### src/rtl/rn_pkg.sv
package rn_pkg;

  typedef enum logic [2:0] {
    ST_RUN      = 3'd0,
    ST_IDLE     = 3'd1,
    ST_SQ_START = 3'd2,
    ST_SQ_WAIT  = 3'd3,
    ST_BLOCK    = 3'd4,
    ST_UNBLOCK  = 3'd5,
    ST_SER      = 3'd6
  } rnState_e;

  typedef enum logic [1:0] {
    FULL_NONE = 2'd0,
    FULL_ROB  = 2'd1,
    FULL_IQ   = 2'd2,
    FULL_LSQ  = 2'd3
  } fullCause_e;

  // strobes from the control to the skid datapath
  typedef struct packed {
    logic       flush;    // drop all held and arriving instructions
    logic [7:0] advance;  // number of candidates leaving this cycle
  } skidCtl_t;

endpackage

### src/rtl/rn_skid.sv
module rn_skid
  import rn_pkg::*;
#(
  parameter int WIDTH = 2,
  parameter int DEPTH = 4,
  parameter int TAG_W = 4,
  parameter int CW    = 3
) (
  input  logic                   clk,
  input  logic                   rstN,
  input  skidCtl_t               ctl,
  input  logic [WIDTH-1:0]       inValid,
  input  logic [WIDTH-1:0]       inBarrier,
  input  logic [WIDTH-1:0]       inSerAfter,
  input  logic [WIDTH*TAG_W-1:0] inTag,
  output logic [CW-1:0]          candCount,
  output logic [WIDTH-1:0]       candBar,
  output logic [WIDTH-1:0]       candSer,
  output logic [WIDTH*TAG_W-1:0] passTag,
  output logic [CW-1:0]          skidCount
);

  localparam int CAND = DEPTH + WIDTH;

  logic [DEPTH-1:0] qBar, qSer, nBar, nSer;
  logic [TAG_W-1:0] qTag [DEPTH];
  logic [TAG_W-1:0] nTag [DEPTH];
  logic [CW-1:0]    qCnt, nCnt, inCount, leftover;
  logic [CAND-1:0]  cBar, cSer;
  logic [TAG_W-1:0] cTag [CAND];

  // candidate window: held entries first, then the arriving group
  always_comb begin
    inCount   = CW'($countones(inValid));
    candCount = qCnt + inCount;
    cBar = '0;
    cSer = '0;
    for (int i = 0; i < CAND; i++) cTag[i] = '0;
    for (int i = 0; i < DEPTH; i++) begin
      if (CW'(i) < qCnt) begin
        cBar[i] = qBar[i];
        cSer[i] = qSer[i];
        cTag[i] = qTag[i];
      end
    end
    for (int i = 0; i < CAND; i++) begin
      for (int j = 0; j < WIDTH; j++) begin
        if (inValid[j] && (CW'(i) == qCnt + CW'(j))) begin
          cBar[i] = inBarrier[j];
          cSer[i] = inSerAfter[j];
          cTag[i] = inTag[j*TAG_W +: TAG_W];
        end
      end
    end
    for (int i = 0; i < WIDTH; i++) begin
      candBar[i] = cBar[i];
      candSer[i] = cSer[i];
      passTag[i*TAG_W +: TAG_W] = cTag[i];
    end
  end

  // shift the window by the number that left
  always_comb begin
    leftover = candCount - CW'(ctl.advance);
    if (ctl.flush) nCnt = '0;
    else if (leftover > CW'(DEPTH)) nCnt = CW'(DEPTH);
    else nCnt = leftover;
    nBar = '0;
    nSer = '0;
    for (int i = 0; i < DEPTH; i++) begin
      nTag[i] = '0;
      for (int k = 0; k <= WIDTH; k++) begin
        if (ctl.advance == 8'(k)) begin
          nBar[i] = cBar[i+k];
          nSer[i] = cSer[i+k];
          nTag[i] = cTag[i+k];
        end
      end
    end
  end

  always_ff @(posedge clk or negedge rstN) begin
    if (!rstN) begin
      qCnt <= '0;
      qBar <= '0;
      qSer <= '0;
      for (int i = 0; i < DEPTH; i++) qTag[i] <= '0;
    end else begin
      qCnt <= nCnt;
      qBar <= nBar;
      qSer <= nSer;
      for (int i = 0; i < DEPTH; i++) qTag[i] <= nTag[i];
    end
  end

  assign skidCount = qCnt;

  AST_NO_OVERFLOW: assert property (@(posedge clk) disable iff (!rstN)
    !ctl.flush |-> (candCount - CW'(ctl.advance)) <= CW'(DEPTH));

endmodule

### src/rtl/rn_ctrl.sv
module rn_ctrl
  import rn_pkg::*;
#(
  parameter int WIDTH = 2,
  parameter int CNT_W = 4,
  parameter int CW    = 3,
  parameter int PW    = 2
) (
  input  logic             clk,
  input  logic             rstN,
  input  logic [CNT_W-1:0] freeRob,
  input  logic [CNT_W-1:0] freeIq,
  input  logic [CNT_W-1:0] freeLsq,
  input  logic [CNT_W-1:0] inFlight,
  input  logic             robEmpty,
  input  logic             stallExec,
  input  logic             stallCommit,
  input  logic             squash,
  input  logic [CW-1:0]    candCount,
  input  logic [WIDTH-1:0] candBar,
  input  logic [WIDTH-1:0] candSer,
  output skidCtl_t         ctl,
  output logic [PW-1:0]    passCount,
  output rnState_e         stateQ,
  output fullCause_e       causeQ
);

  logic [CNT_W-1:0] availR, availI, availL;
  logic [WIDTH-1:0] prevSer;
  logic [PW-1:0]    n;
  logic             go, resOk, barOk, stopRes, extStall, squashFlow;
  logic             serNext, serNextN;
  rnState_e         stateN;
  fullCause_e       causeN;

  always_comb begin
    availR  = (freeRob > inFlight) ? freeRob - inFlight : '0;
    availI  = (freeIq  > inFlight) ? freeIq  - inFlight : '0;
    availL  = (freeLsq > inFlight) ? freeLsq - inFlight : '0;
    // slot i is serialized by the slot before it, slot 0 by the stored mark
    prevSer = WIDTH'({candSer, serNext});
    extStall   = stallExec | stallCommit;
    squashFlow = squash | (stateQ == ST_SQ_START) | (stateQ == ST_SQ_WAIT);
    n       = '0;
    go      = 1'b1;
    stopRes = 1'b0;
    resOk   = 1'b0;
    barOk   = 1'b0;
    for (int i = 0; i < WIDTH; i++) begin
      resOk = (availR > CNT_W'(i)) && (availI > CNT_W'(i)) && (availL > CNT_W'(i));
      barOk = !(candBar[i] | prevSer[i]) || ((i == 0) && robEmpty && (inFlight == '0));
      if (go) begin
        if ((CW'(i) < candCount) && resOk && barOk) n = n + 1'b1;
        else begin
          go      = 1'b0;
          stopRes = !resOk;
        end
      end
    end
    if (squashFlow || extStall) n = '0;
  end

  always_comb begin
    causeN   = FULL_NONE;
    serNextN = serNext;
    for (int i = 0; i < WIDTH; i++) begin
      if (n == PW'(i + 1)) serNextN = candSer[i];
    end
    if (squashFlow) serNextN = 1'b0;
    if (stateQ == ST_SQ_START)      stateN = ST_SQ_WAIT;
    else if (stateQ == ST_SQ_WAIT)  stateN = squash ? ST_SQ_WAIT : ST_RUN;
    else if (squash)                stateN = ST_SQ_START;
    else if (extStall)              stateN = ST_BLOCK;
    else if (CW'(n) == candCount)   stateN = (candCount == '0) ? ST_IDLE : ST_RUN;
    else if (n >= PW'(WIDTH))       stateN = ST_UNBLOCK;
    else if (stopRes) begin
      stateN = ST_BLOCK;
      if (availR <= CNT_W'(n))      causeN = FULL_ROB;
      else if (availI <= CNT_W'(n)) causeN = FULL_IQ;
      else                          causeN = FULL_LSQ;
    end
    else                            stateN = ST_SER;
  end

  always_ff @(posedge clk or negedge rstN) begin
    if (!rstN) begin
      stateQ  <= ST_IDLE;
      causeQ  <= FULL_NONE;
      serNext <= 1'b0;
    end else begin
      stateQ  <= stateN;
      causeQ  <= causeN;
      serNext <= serNextN;
    end
  end

  assign passCount   = n;
  assign ctl.flush   = squashFlow;
  assign ctl.advance = 8'(n);

  AST_SQUASH_ENTER: assert property (@(posedge clk) disable iff (!rstN)
    squash && (stateQ != ST_SQ_START) && (stateQ != ST_SQ_WAIT) |=> stateQ == ST_SQ_START);
  AST_SQUASH_STEP: assert property (@(posedge clk) disable iff (!rstN)
    stateQ == ST_SQ_START |=> stateQ == ST_SQ_WAIT);
  AST_STALL_BLOCKS: assert property (@(posedge clk) disable iff (!rstN)
    extStall && !squashFlow |=> (stateQ == ST_BLOCK) && (causeQ == FULL_NONE));
  AST_BARRIER_GATE: assert property (@(posedge clk) disable iff (!rstN)
    (passCount != '0) && (candBar[0] || serNext) |-> robEmpty && (inFlight == '0));

endmodule

### src/rtl/rename_stall_ctrl.sv
module rename_stall_ctrl
  import rn_pkg::*;
#(
  parameter int WIDTH = 2,
  parameter int DEPTH = 2 * WIDTH,
  parameter int TAG_W = 4,
  parameter int CNT_W = 4,
  localparam int CW   = $clog2(DEPTH + WIDTH + 1),
  localparam int PW   = $clog2(WIDTH + 1)
) (
  input  logic                   clk,
  input  logic                   rstN,
  input  logic [WIDTH-1:0]       inValid,
  input  logic [WIDTH-1:0]       inBarrier,
  input  logic [WIDTH-1:0]       inSerAfter,
  input  logic [WIDTH*TAG_W-1:0] inTag,
  input  logic [CNT_W-1:0]       freeRob,
  input  logic [CNT_W-1:0]       freeIq,
  input  logic [CNT_W-1:0]       freeLsq,
  input  logic [CNT_W-1:0]       inFlight,
  input  logic                   robEmpty,
  input  logic                   stallExec,
  input  logic                   stallCommit,
  input  logic                   squash,
  output logic [PW-1:0]          passCount,
  output logic [WIDTH*TAG_W-1:0] passTag,
  output logic                   decodeStall,
  output logic [2:0]             state,
  output logic [1:0]             fullCause
);

  skidCtl_t         ctl;
  logic [CW-1:0]    candCount, skidCount;
  logic [WIDTH-1:0] candBar, candSer;
  rnState_e         stateQ;
  fullCause_e       causeQ;

  rn_skid #(.WIDTH(WIDTH), .DEPTH(DEPTH), .TAG_W(TAG_W), .CW(CW)) u_skid (
    .clk, .rstN, .ctl, .inValid, .inBarrier, .inSerAfter, .inTag,
    .candCount, .candBar, .candSer, .passTag, .skidCount
  );

  rn_ctrl #(.WIDTH(WIDTH), .CNT_W(CNT_W), .CW(CW), .PW(PW)) u_ctrl (
    .clk, .rstN, .freeRob, .freeIq, .freeLsq, .inFlight, .robEmpty,
    .stallExec, .stallCommit, .squash, .candCount, .candBar, .candSer,
    .ctl, .passCount, .stateQ, .causeQ
  );

  assign state       = stateQ;
  assign fullCause   = causeQ;
  assign decodeStall = (stateQ == ST_BLOCK) || (stateQ == ST_UNBLOCK) || (stateQ == ST_SER);

  AST_RUN_SKID_EMPTY: assert property (@(posedge clk) disable iff (!rstN)
    (stateQ == ST_RUN) || (stateQ == ST_IDLE) |-> skidCount == '0);
  AST_CAUSE_BLOCKED: assert property (@(posedge clk) disable iff (!rstN)
    causeQ != FULL_NONE |-> stateQ == ST_BLOCK);

endmodule

### config.mk
export PLATFORM = sky130hd
export DESIGN_NAME = rename_stall_ctrl
export DESIGN_NICKNAME = d
export VERILOG_FILES = /design/src/rtl/rn_pkg.sv /design/src/rtl/rn_skid.sv /design/src/rtl/rn_ctrl.sv /design/src/rtl/rename_stall_ctrl.sv
export SDC_FILE = /design/constraint.sdc
export NUM_CORES = 1
export LEC_CHECK = 0
export BUFFER_PORTS_ARGS = -buffer_cell sky130_fd_sc_hd__buf_2
export CORE_MARGIN = 5
export CORE_UTILIZATION = 40
export DETAILED_ROUTE_END_ITERATION = 10
export GPL_TIMING_DRIVEN = 0
export SLEW_MARGIN = 10
export SYNTH_ARGS = -nofsm -noshare
export SYNTH_HDL_FRONTEND = slang
export SYNTH_HIERARCHICAL = 1
export SYNTH_SLANG_ARGS = --single-unit
### constraint.sdc
create_clock -name clk -period 3.4 [get_ports clk]
set_clock_uncertainty 0.05 [all_clocks]
set_input_delay 0.17 -clock clk [delete_from_list [all_inputs] [get_ports clk]]
set_output_delay 0.17 -clock clk [all_outputs]
set_load 0.05 [all_outputs]
==> flow_summary_export.csv <==
group,metric,value,unit
placed_design,globalplace.congestion,0.834,
logic_synthesis,synthDistinctLibCells,76,
worst_setup_path,worst-endpoint-required,3.55,ns
die,dieArea,0.00997,mm^2
worst_setup_path,crit_chain,"buf_4 -> or3_4 -> a22oi_2 -> a21oi_2 -> o2bb2ai_2 -> nand2_2 -> nor3_4 -> nand3_2 -> nor2_4 -> buf_6 -> nand4b_1 -> buf_4 -> clkbuf_8 -> o22a_2 -> a21oi_1",
logic_synthesis,yosys.area_share.simple,22.5,%
sta,final_max_slew_viol_count,0,
sta,slew_headroom,46.9,%
placed_design,placed_cell_area,0.00364,mm^2
finish,fin_area,0.00408,mm^2
logic_synthesis,synth-xor-area-share,2.17,%
logic_synthesis,synthCells,350,
sta,layout_min_cycle_time,3.26,ns
clocking,htreeDepth,2,
clocking,clock_sinks,33,
logic_synthesis,synth_top_area_share,24.8,%
worst_setup_path,timing.rr.start,"u_skid/skidCount[1]",
logic_synthesis,synthMuxAreaShare,0,%
logic_synthesis,ys_seq_area_share,25.6,%
worst_setup_path,cp-end-kind,"flop",
worst_setup_path,startpoint,"u_skid/skidCount[1]",
logic_synthesis,synth_common_cells,"32 x dfrtp_1, 29 x inv_1, 25 x a21oi_1, 24 x nor2_1",
worst_setup_path,crit_cells,15,
worst_setup_path,cpMaxStageDelayCell,"dfrtp_2",
routing,first_pass_iters,6,
power_and_ir_drop,powerDensity,310,mW/mm^2
power_and_ir_drop,finalPower,1.26,mW
sta,max_freq,307,MHz
global_route,grt_pass1_vias,2973,
worst_setup_path,path_common_cell,"buf_4",
die,die_y,99.9,um
logic_synthesis,synth_top_family_by_area,"compound AO/OA/AOI/OAI gates",
logic_synthesis,synth_edf_count,0,
logic_synthesis,ys_ff_latch,33,
finish,multi_input_area,0.00225,mm^2
finish,utilization,52.2,%
finish,antennaDiodeCount,0,
placed_design,port_buffers,51,
logic_synthesis,synth_fa_ha_area_share,10.1,%
logic_synthesis,yosys_warnings,6,
clocking,cts_tree,"done",
run_status,run_status,"finished clean",
global_route,grt_pass1_wl,14.9,mm
global_route,grt_overflow,0,
logic_synthesis,syn_area_per_cell,9.23,um^2
clocking,worstSkewPairLatency,0.28,ns
sta,finalCritPeriodShare,95.8,%
routing,dr_total_vias,3164,
min_path,min_path_cells,3,
global_route,antenna_found_initial,0,
sta,tightest_slew,0.797,ns
finish,fillers,743,
worst_setup_path,r2r_end,"u_skid/qBar[3]",
worst_setup_path,startpoint_type,"flop",
logic_synthesis,netlist_area,0.00323,mm^2
clocking,root_buffer,"clkbuf_8",
logic_synthesis,yosysTopAreaCell,"dfrtp_1",
global_route,track_usage,18.4,%
routing,wirelength,9.47,mm
die,coreArea,0.00781,mm^2
worst_setup_path,worstSetupPathType,"flop to flop",
worst_setup_path,crit_end,"u_skid/qBar[3]",
routing,avgRoutedWirePerCell,17.6,um
die,num_rows,32,
sta,finalHoldViolCount,0,
routing,route.detailed.drc,0,
worst_setup_path,critPathTopFamily,"simple AND/OR/NAND/NOR gates",
logic_synthesis,synth_compound_area_share,29.8,%
routing,ant_nets,0,
worst_setup_path,cp.buffers_inverters,4,
worst_setup_path,slowest_delay,0.44,ns
logic_synthesis,ys.flop_type,"dfrtp_1",
power_and_ir_drop,p_leak,1.88,nW
placed_design,hpwlAfterDp,6.79,mm
routing,vias_per_cell,5.89,
clocking,clk_path_buf_depth,2,
worst_setup_path,r2r_cells,15,
power_and_ir_drop,ir_drop,0.139,mV
logic_synthesis,yosysMostFrequentCell,"dfrtp_1",
finish,drive_gt1_share,37.2,%
worst_setup_path,cp_max_fo,9,
logic_synthesis,ys_async_sr_fraction,100,%
die,start_util,41.4,%
finish,synthToLayoutAreaGrowth,26.2,%
clocking,numCtsBuffers,5,
finish,fin_nets,493,
job,maxCapViolCount,0,
worst_setup_path,arrival,3.40,ns
clocking,clk_pin_slew,0.07,ns
die,ioPinCount,52,
die,die_w,99.9,um
sta,setup_violations,0,
min_path,min_path_type,"primary input to flop",
worst_setup_path,ff2ff_setup_slack,0.14,ns
sta,hold_ws,0.0875,ns
routing,first_iter_violations,279,
global_route,grt_max_degree,34,
finish,seq_area,831,um^2
logic_synthesis,synthTopCellsByArea,"dfrtp_1 25%, ha_1 7.0%, a222oi_1 5.0%, a21oi_1 3.9%, inv_1 3.4%",
cell usage in the layout (no fill, tap or decap), types with 9 or more instances in the layout:
master | netlist | routed
buf_4 | 11 | 30
o21ai_0 | 12 | 12
nand2_1 | 18 | 17
inv_1 | 29 | 27
ha_1 | 18 | 16
nor2_1 | 24 | 23
a22oi_1 | 11 | 10
a21oi_1 | 25 | 24
buf_2 | 2 | 52
a221oi_1 | 9 | 9
a222oi_1 | 16 | 16
dfrtp_1 | 32 | 29
cells by family after synthesis:
| logic type | after synthesis |
|---|---|
| DFF | 33 |
| adders and majority gates | 23 |
| buffers and inverters | 53 |
| AOI/OAI and AO/OA | 124 |
| other | 1 |
| xor gates and xnor gates | 8 |
| and+or+nand+nor | 108 |
registers in the layout (all words and copies together) (netlist names):
| name | cells |
|---|---|
| u_ctrl/causeQ | 2 |
| u_ctrl/serNext | 1 |
| u_ctrl/stateQ | 3 |
| u_skid/qBar | 4 |
| u_skid/qSer | 4 |
| u_skid/qTag | 16 |
| u_skid/skidCount | 3 |
metal layers:
metal	GRT usage (%)	share of wire, %	routed length [um]
met1	24.5	42	3990
met2	30.7	49	4670
met3	3.13	7.6	722
met4	5.57	0.90	85
met5	0	0	0
worst reg2reg max path: cells and delay by family, from the launching register on:
kind            cells  cell delay [ns]
flops               1             0.44
buf+inv             4             0.65
simple gates        6             1.28
compound gates      5             0.76
worst min path at each step:
stage                       from                   to  slack [ns]
after global routing      squash     u_ctrl/stateQ[1]        0.11
after floorplan             rstN     u_ctrl/causeQ[0]       -0.18
after detailed placement    rstN  u_skid/skidCount[2]        0.26
after global placement      rstN     u_ctrl/stateQ[2]        0.25
after CTS                 squash     u_ctrl/stateQ[1]        0.08
final                     squash     u_ctrl/stateQ[1]        0.09
stage by stage:
step / TNS (ns) / setup WS [ns] / cells
finish: 0 / 0.144 / 537
global route: -0.295 / -0.0572 / 537
CTS: 0 / 0.0287 / 529
detailed placement: -17.90 / -0.812 / 508
global placement: -16.96 / -0.793 / 508
floorplan: 0 / 0.0380 / 355
cell type report:
type	instances	area share [%]
Clock buffer	5	1.69
Multi-Input combinational cell	269	55.2
Tap cell	102	3.13
Clock inverter	3	0.430
Timing Repair Buffer	74	10.9
Inverter	29	2.67
Buffer	22	5.59
Sequential cell	33	20.4
power breakdown:
part	internal, mW	switching (mW)	leakage (nW)
registers	0.406	0.0106	0.448
logic	0.217	0.330	1.39
clock network	0.141	0.158	0.0439
timing repair:
item                                    in CTS  in global routing
setup buffers                               12                  9
resized for setup                           22                 24
cloned                                       1                  0
endpoints found under the setup margin      31                 26
hold endpoints to repair                    32                  0
pin swaps                                    7                 11
hold buffers                                 1                  0
(Power assumes the default switching activity.)
